==> src/rtl/gpio_edge_pkg.sv <==
package gpio_edge_pkg;

   localparam int GPIO_ADDR_W = 5;

   typedef enum logic [2:0] {
      RG_LEVEL = 3'd0,
      RG_DIR   = 3'd1,
      RG_SET   = 3'd2,
      RG_CLR   = 3'd3,
      RG_RISE  = 3'd4,
      RG_FALL  = 3'd5,
      RG_STAT  = 3'd6,
      RG_ALT   = 3'd7
   } gpio_reg_e;

   function automatic logic addr_aligned(input logic [GPIO_ADDR_W-1:0] a);
      return a[1:0] == 2'b00;
   endfunction

   function automatic gpio_reg_e addr_to_reg(input logic [GPIO_ADDR_W-1:0] a);
      return gpio_reg_e'(a[GPIO_ADDR_W-1:2]);
   endfunction

endpackage

==> src/rtl/gpio_edge_sync.sv <==
module gpio_edge_sync #(
   parameter int W      = 28,
   parameter int STAGES = 2
) (
   input  logic         clk,
   input  logic         rst_n,
   input  logic [W-1:0] d,
   output logic [W-1:0] q
);
   if (STAGES < 2) begin : g_bad_stages
      $error("gpio_edge_sync: STAGES must be at least 2");
   end

   logic [W-1:0] chain [STAGES];

   always_ff @(posedge clk or negedge rst_n) begin
      if (!rst_n) begin
         for (int k = 0; k < STAGES; k++) chain[k] <= '0;
      end else begin
         chain[0] <= d;
         for (int k = 1; k < STAGES; k++) chain[k] <= chain[k-1];
      end
   end

   assign q = chain[STAGES-1];
endmodule

==> src/rtl/gpio_edge_detect.sv <==
module gpio_edge_detect #(
   parameter int W = 28
) (
   input  logic         clk,
   input  logic         rst_n,
   input  logic [W-1:0] lvl,
   input  logic [W-1:0] rise_en,
   input  logic [W-1:0] fall_en,
   input  logic [W-1:0] clr,
   output logic [W-1:0] status
);
   for (genvar i = 0; i < W; i++) begin : g_pin
      logic prev_q;
      logic stat_q;
      logic hit;

      assign hit = (rise_en[i] & lvl[i] & ~prev_q) |
                   (fall_en[i] & ~lvl[i] & prev_q);

      always_ff @(posedge clk or negedge rst_n) begin
         if (!rst_n) begin
            prev_q <= 1'b0;
            stat_q <= 1'b0;
         end else begin
            prev_q <= lvl[i];
            // a fresh capture outranks a clearing write
            stat_q <= hit | (stat_q & ~clr[i]);
         end
      end

      assign status[i] = stat_q;
   end
endmodule

==> src/rtl/gpio_edge_regs.sv <==
module gpio_edge_regs
   import gpio_edge_pkg::*;
#(
   parameter int NPINS = 28
) (
   input  logic                   clk,
   input  logic                   rst_n,
   input  logic                   bus_wr,
   input  logic [GPIO_ADDR_W-1:0] bus_addr,
   input  logic [NPINS-1:0]       bus_wdata,
   input  logic [NPINS-1:0]       level,
   input  logic [NPINS-1:0]       status,
   output logic [NPINS-1:0]       dir_q,
   output logic [NPINS-1:0]       rise_q,
   output logic [NPINS-1:0]       fall_q,
   output logic [NPINS-1:0]       alt_q,
   output logic [NPINS-1:0]       out_q,
   output logic [NPINS-1:0]       stat_clr,
   output logic [NPINS-1:0]       bus_rdata
);
   logic      ok;
   gpio_reg_e sel;

   assign ok  = addr_aligned(bus_addr);
   assign sel = addr_to_reg(bus_addr);

   logic wr_dir, wr_set, wr_clr, wr_rise, wr_fall, wr_stat, wr_alt;
   assign wr_dir  = bus_wr && ok && sel == RG_DIR;
   assign wr_set  = bus_wr && ok && sel == RG_SET;
   assign wr_clr  = bus_wr && ok && sel == RG_CLR;
   assign wr_rise = bus_wr && ok && sel == RG_RISE;
   assign wr_fall = bus_wr && ok && sel == RG_FALL;
   assign wr_stat = bus_wr && ok && sel == RG_STAT;
   assign wr_alt  = bus_wr && ok && sel == RG_ALT;

   always_ff @(posedge clk or negedge rst_n) begin
      if (!rst_n) begin
         dir_q  <= '0;
         rise_q <= '0;
         fall_q <= '0;
         alt_q  <= '0;
      end else begin
         if (wr_dir)  dir_q  <= bus_wdata;
         if (wr_rise) rise_q <= bus_wdata;
         if (wr_fall) fall_q <= bus_wdata;
         if (wr_alt)  alt_q  <= bus_wdata;
      end
   end

   // output latch: only ever moved by set/clear strobes, bit by bit
   for (genvar i = 0; i < NPINS; i++) begin : g_latch
      always_ff @(posedge clk or negedge rst_n) begin
         if (!rst_n)                        out_q[i] <= 1'b0;
         else if (wr_set && bus_wdata[i])   out_q[i] <= 1'b1;
         else if (wr_clr && bus_wdata[i])   out_q[i] <= 1'b0;
      end
   end

   assign stat_clr = wr_stat ? bus_wdata : '0;

   always_comb begin
      bus_rdata = '0;
      if (ok) begin
         unique case (sel)
            RG_LEVEL:       bus_rdata = level;
            RG_DIR:         bus_rdata = dir_q;
            RG_SET, RG_CLR: bus_rdata = out_q;
            RG_RISE:        bus_rdata = rise_q;
            RG_FALL:        bus_rdata = fall_q;
            RG_STAT:        bus_rdata = status;
            RG_ALT:         bus_rdata = alt_q;
            default:        bus_rdata = '0;
         endcase
      end
   end
endmodule

==> src/rtl/gpio_edge_irq.sv <==
module gpio_edge_irq #(
   parameter int NPINS   = 28,
   parameter int NDIRECT = 11
) (
   input  logic [NPINS-1:0]   status,
   output logic [NDIRECT-1:0] irq_pin,
   output logic               irq_shared
);
   for (genvar i = 0; i < NDIRECT; i++) begin : g_direct
      assign irq_pin[i] = status[i];
   end

   if (NDIRECT < NPINS) begin : g_shared
      assign irq_shared = |status[NPINS-1:NDIRECT];
   end else begin : g_no_shared
      assign irq_shared = 1'b0;
   end
endmodule

==> src/rtl/gpio_edge_unit.sv <==
module gpio_edge_unit
   import gpio_edge_pkg::*;
#(
   parameter int NPINS       = 28,
   parameter int NDIRECT     = 11,
   parameter int SYNC_STAGES = 2
) (
   input  logic                   clk,
   input  logic                   rst_n,
   input  logic                   bus_wr,
   input  logic [GPIO_ADDR_W-1:0] bus_addr,
   input  logic [NPINS-1:0]       bus_wdata,
   output logic [NPINS-1:0]       bus_rdata,
   input  logic [NPINS-1:0]       pin_in,
   input  logic [NPINS-1:0]       alt_out,
   output logic [NPINS-1:0]       pin_out,
   output logic [NPINS-1:0]       pin_oe,
   output logic [NDIRECT-1:0]     irq_pin,
   output logic                   irq_shared
);
   if (NPINS < 1 || NPINS > 32) begin : g_bad_npins
      $error("gpio_edge_unit: NPINS must lie in 1..32");
   end
   if (NDIRECT < 1 || NDIRECT > NPINS) begin : g_bad_ndirect
      $error("gpio_edge_unit: NDIRECT must lie in 1..NPINS");
   end

   logic [NPINS-1:0] level, status, stat_clr;
   logic [NPINS-1:0] dir_q, rise_q, fall_q, alt_q, out_q;

   gpio_edge_sync #(.W(NPINS), .STAGES(SYNC_STAGES)) u_sync (
      .clk(clk), .rst_n(rst_n), .d(pin_in), .q(level)
   );

   gpio_edge_regs #(.NPINS(NPINS)) u_regs (
      .clk(clk), .rst_n(rst_n), .bus_wr(bus_wr), .bus_addr(bus_addr),
      .bus_wdata(bus_wdata), .level(level), .status(status),
      .dir_q(dir_q), .rise_q(rise_q), .fall_q(fall_q), .alt_q(alt_q),
      .out_q(out_q), .stat_clr(stat_clr), .bus_rdata(bus_rdata)
   );

   gpio_edge_detect #(.W(NPINS)) u_detect (
      .clk(clk), .rst_n(rst_n), .lvl(level), .rise_en(rise_q),
      .fall_en(fall_q), .clr(stat_clr), .status(status)
   );

   gpio_edge_irq #(.NPINS(NPINS), .NDIRECT(NDIRECT)) u_irq (
      .status(status), .irq_pin(irq_pin), .irq_shared(irq_shared)
   );

   for (genvar i = 0; i < NPINS; i++) begin : g_pad
      assign pin_out[i] = alt_q[i] ? alt_out[i] : out_q[i];
   end
   assign pin_oe = dir_q;
endmodule

==> config.mk <==
export PLATFORM = sky130hd
export DESIGN_NAME = gpio_edge_unit
export DESIGN_NICKNAME = d
export VERILOG_FILES = /design/src/rtl/gpio_edge_pkg.sv /design/src/rtl/gpio_edge_sync.sv /design/src/rtl/gpio_edge_detect.sv /design/src/rtl/gpio_edge_regs.sv /design/src/rtl/gpio_edge_irq.sv /design/src/rtl/gpio_edge_unit.sv
export SDC_FILE = /design/constraint.sdc
export NUM_CORES = 1
export LEC_CHECK = 0
export BUFFER_PORTS_ARGS = -buffer_cell sky130_fd_sc_hd__buf_2
export CORE_MARGIN = 2
export CORE_UTILIZATION = 50
export DETAILED_ROUTE_END_ITERATION = 8
export GPL_TIMING_DRIVEN = 0
export PLACE_DENSITY = 0.83
export SYNTH_ARGS = -nofsm -noshare
export SYNTH_HDL_FRONTEND = slang
export SYNTH_SLANG_ARGS = --single-unit
==> constraint.sdc <==
create_clock -name clk -period 3.18 [get_ports clk]
set_input_delay 0.954 -clock clk [delete_from_list [all_inputs] [get_ports clk]]
set_output_delay 0.954 -clock clk [all_outputs]
set_load 0.01 [all_outputs]
==> results.py <==
metrics = {
    "outcome": {
        "status": "complete, but fails checks",
        "violations": "negative setup slack",
    },
    "synthesis": {
        "yosysWarnings": 0,
        "yosys.area.top_type": "dfrtp_1",
        "synth-edff-count": 0,
        "synth_most_common_cell": "dfrtp_1",
        "ys_seq_area_frac": 0.5707,
        "ys_types": 42,
        "ys_ff_latch": 252,
        "synth_common_cells": "252 x dfrtp_1, 116 x mux2_2, 104 x nand2_1",
        "synth_flop_cell": "dfrtp_1",
        "netlist_top_cells_area": "dfrtp_1 57%, mux2_2 12%, nand2_1 3.5%",
        "syn_nets": 992,
        "synthCells": 900,
        "netlist_area_sq_um": 11050,
        "synth_area_per_cell_sq_um": 12.28,
        "async_reset_ff_frac": 1.000,
        "synth_top_area_share": 0.5707,
    },
    "cts": {
        "cts_max_level": 1,
        "cts-root-buf": "clkbuf_16",
        "cts_inserted_buffers": 27,
        "tritoncts": "built",
        "clock_path_buffers": 3,
        "cts.clk_slew.worst_paths_ps": 60,
        "cts.sink_count": 252,
        "clk_latency_ps": 540,
        "cts_hold_buf": 0,
    },
    "timing": {
        "setup_tns_ps": -0.6943,
        "fin_crit_sh": 1.000,
        "timing_hold_violations_final": 0,
        "worst_hold_slack_ps": 344.4,
        "setup_ws_ps": -0.6943,
        "worst_pin_slew_ps": 783.3,
        "fin_skew_ps": 18.31,
        "fmax_ghz": 0.3144,
        "setup_violations": 1,
        "rsz0062_at_grt": "yes",
        "relSlewSlack": 0.4772,
        "min_period_ps": 3181,
        "slew_viol_final": 0,
    },
    "finish": {
        "area_growth_pct": 23.87,
        "finalNetCount": 1214,
        "drive_gt1_frac": 0.3979,
        "fin_cells": 1423,
        "fill_cells": 1624,
    },
    "worst_setup_path": {
        "max_stage_delay_ps": 240,
        "endpoint_kind": "primary output",
        "crit_type": "in2out",
        "crit_arrival_ps": 2230,
        "required_ps": 2230,
        "cp_top_family": "buffers and inverters",
        "crit_path_max_fanout": 10,
        "cp_slowest_cell": "buf_4",
        "cp_num_buf_inv": 4,
        "crit_chain": "buf_2 > nor2_1 > buf_6 > buf_4 > o21ai_0 > a21oi_1 > buf_2",
        "cp-start-kind": "primary input",
        "cpMostUsedCell": "buf_2",
    },
    "global_route": {
        "grt_overflow": 0,
        "grt_pass1_vias": 8880,
        "antenna_found_initial": 1,
        "grt_max_degree": 108,
        "grtUsageTotal": 0.2736,
        "grt_pass1_wl_microns": 49770,
    },
    "floorplan": {
        "die-area_sq_um": 23300,
        "placementRows": 54,
        "core_sq_um": 21760,
        "die_w_microns": 152.7,
        "start_util": 0.5079,
        "ios": 188,
        "die_y_microns": 152.7,
    },
    "hold_path": {
        "hold_class": "reg2reg",
    },
    "placed_design": {
        "dp_hpwl_microns": 21460,
        "place_congestion": 0.8790,
        "dp_cells": 1369,
        "port_buffers": 187,
    },
    "power": {
        "ir_drop_mv": 0.3947,
        "cellPowerDensity_nw_per_um2": 637.5,
        "total_leakage_power_uw": 0.006289,
        "finalPower_uw": 8726,
    },
    "route": {
        "totalWireLength_microns": 32860,
        "num_vias": 8756,
        "wl_per_cell_microns": 23.09,
        "ant_nets": 0,
        "drtIter0Drc": 961,
        "dr.pass1.iters": 6,
        "viasPerCell": 6.153,
        "route.detailed.drc": 0,
    },
    "flow_run": {
        "drv_cap": 0,
    },
}
path summary, 6_finish.rpt:
| check | from | to | slack, ps | depth (start not counted) |
|---|---|---|---|---|
| min in group asynchronous | rst_n | u_detect.g_pin[4].stat_q | 380 | 1 |
| max in group asynchronous | rst_n | u_sync.chain[49] | 1850 | 2 |
| worst max-delay path | bus_addr[1] | bus_rdata[7] | -0.7 | 7 |
| worst min register to register | u_sync.chain[28] | u_sync.q[0] | 340 | 0 |
| worst min-delay path | u_sync.chain[28] | u_sync.q[0] | 340 | 0 |
| worst max register to register | u_sync.q[24] | u_detect.g_pin[24].stat_q | 2250 | 3 |
report_power, final:
group / leakage (uW) / internal, uW / switching (uW)
combinational: 0.00283 / 786 / 699
sequential: 0.00303 / 3660 / 421
clock: 0.000438 / 1910 / 1250
cells in the final DEF (no fill, tap or decap), drive strengths merged, types with 8 or more instances in the layout:
master,n
dfrtp,252
buf,249
mux2,132
nand2,104
o21ai,72
clkbuf,51
a21oi,43
a22o,37
a21o,29
mux2i,28
nand3b,28
o22ai,13
a22oi,10
nor2b,10
o221a,9
inv,9
nor2,9
a211o,8
o211ai,8
a222oi,8
a31oi,8
state kept, by name (all words and copies together) (netlist names):
name                   cells
u_detect.g_pin.prev_q     28
u_regs.rise_q             28
u_regs.out_q              28
u_sync.q                  28
u_detect.g_pin.stat_q     28
u_regs.alt_q              28
u_sync.chain              28
u_regs.fall_q             28
u_regs.dir_q              28
layer usage:
| layer | vias to the layer above | GRT usage | share of wire |
|---|---|---|---|
| met5 | - | 0 | 0 |
| met4 | 0 | 0.1239 | 0.035 |
| met3 | 96 | 0.04863 | 0.099 |
| met2 | 560 | 0.4303 | 0.47 |
| met1 | 4379 | 0.3744 | 0.40 |
| li1 | 3721 | - | - |
cells by family after synthesis:
kind of cell           synth area share
buffers and inverters           0.03839
AO/OA/AOI/OAI                    0.1503
AND/OR/NAND/NOR                 0.07768
multiplexers                     0.1629
flip-flops                       0.5707
worst reg2reg max path: cells and delay by family, from the launching register on:
kind               cells  cell delay [ps]
and+or+nand+nor        1              140
AOI/OAI and AO/OA      2              230
DFF                    1              470
repair_timing:
action                     4_1_cts  5_1_grt
setup endpoints to repair       29       24
gates cloned                     0        1
buffers inserted                 6        1
gates resized for setup         89       34
pin swaps                        5       13
final cells by class:
cell class	instances	area, sq um	share of cell area
clock buffers	44	819.5	0.05988
flip-flops and latches	252	6306	0.4607
inverters	9	35.03	0.002560
well taps	280	350.3	0.02560
plain buffers	59	568.0	0.04150
clock inverters	4	73.82	0.005394
diodes	2	5.005	0.0003657
multi-input cells	576	4424	0.3232
repair buffers	197	1105	0.08072
metrics by stage:
stage	utilization	setup WS, ps	area, sq um
2_1_floorplan	-	170.1	11050
3_3_place_gp	0.5670	-3290	12340
3_5_place_dp	0.5700	-575.4	12400
4_1_cts	0.6247	11.70	13590
5_1_grt	0.6290	-13.43	13680
6_report	0.6291	-0.6943	13690
(Power assumes the default switching activity.)
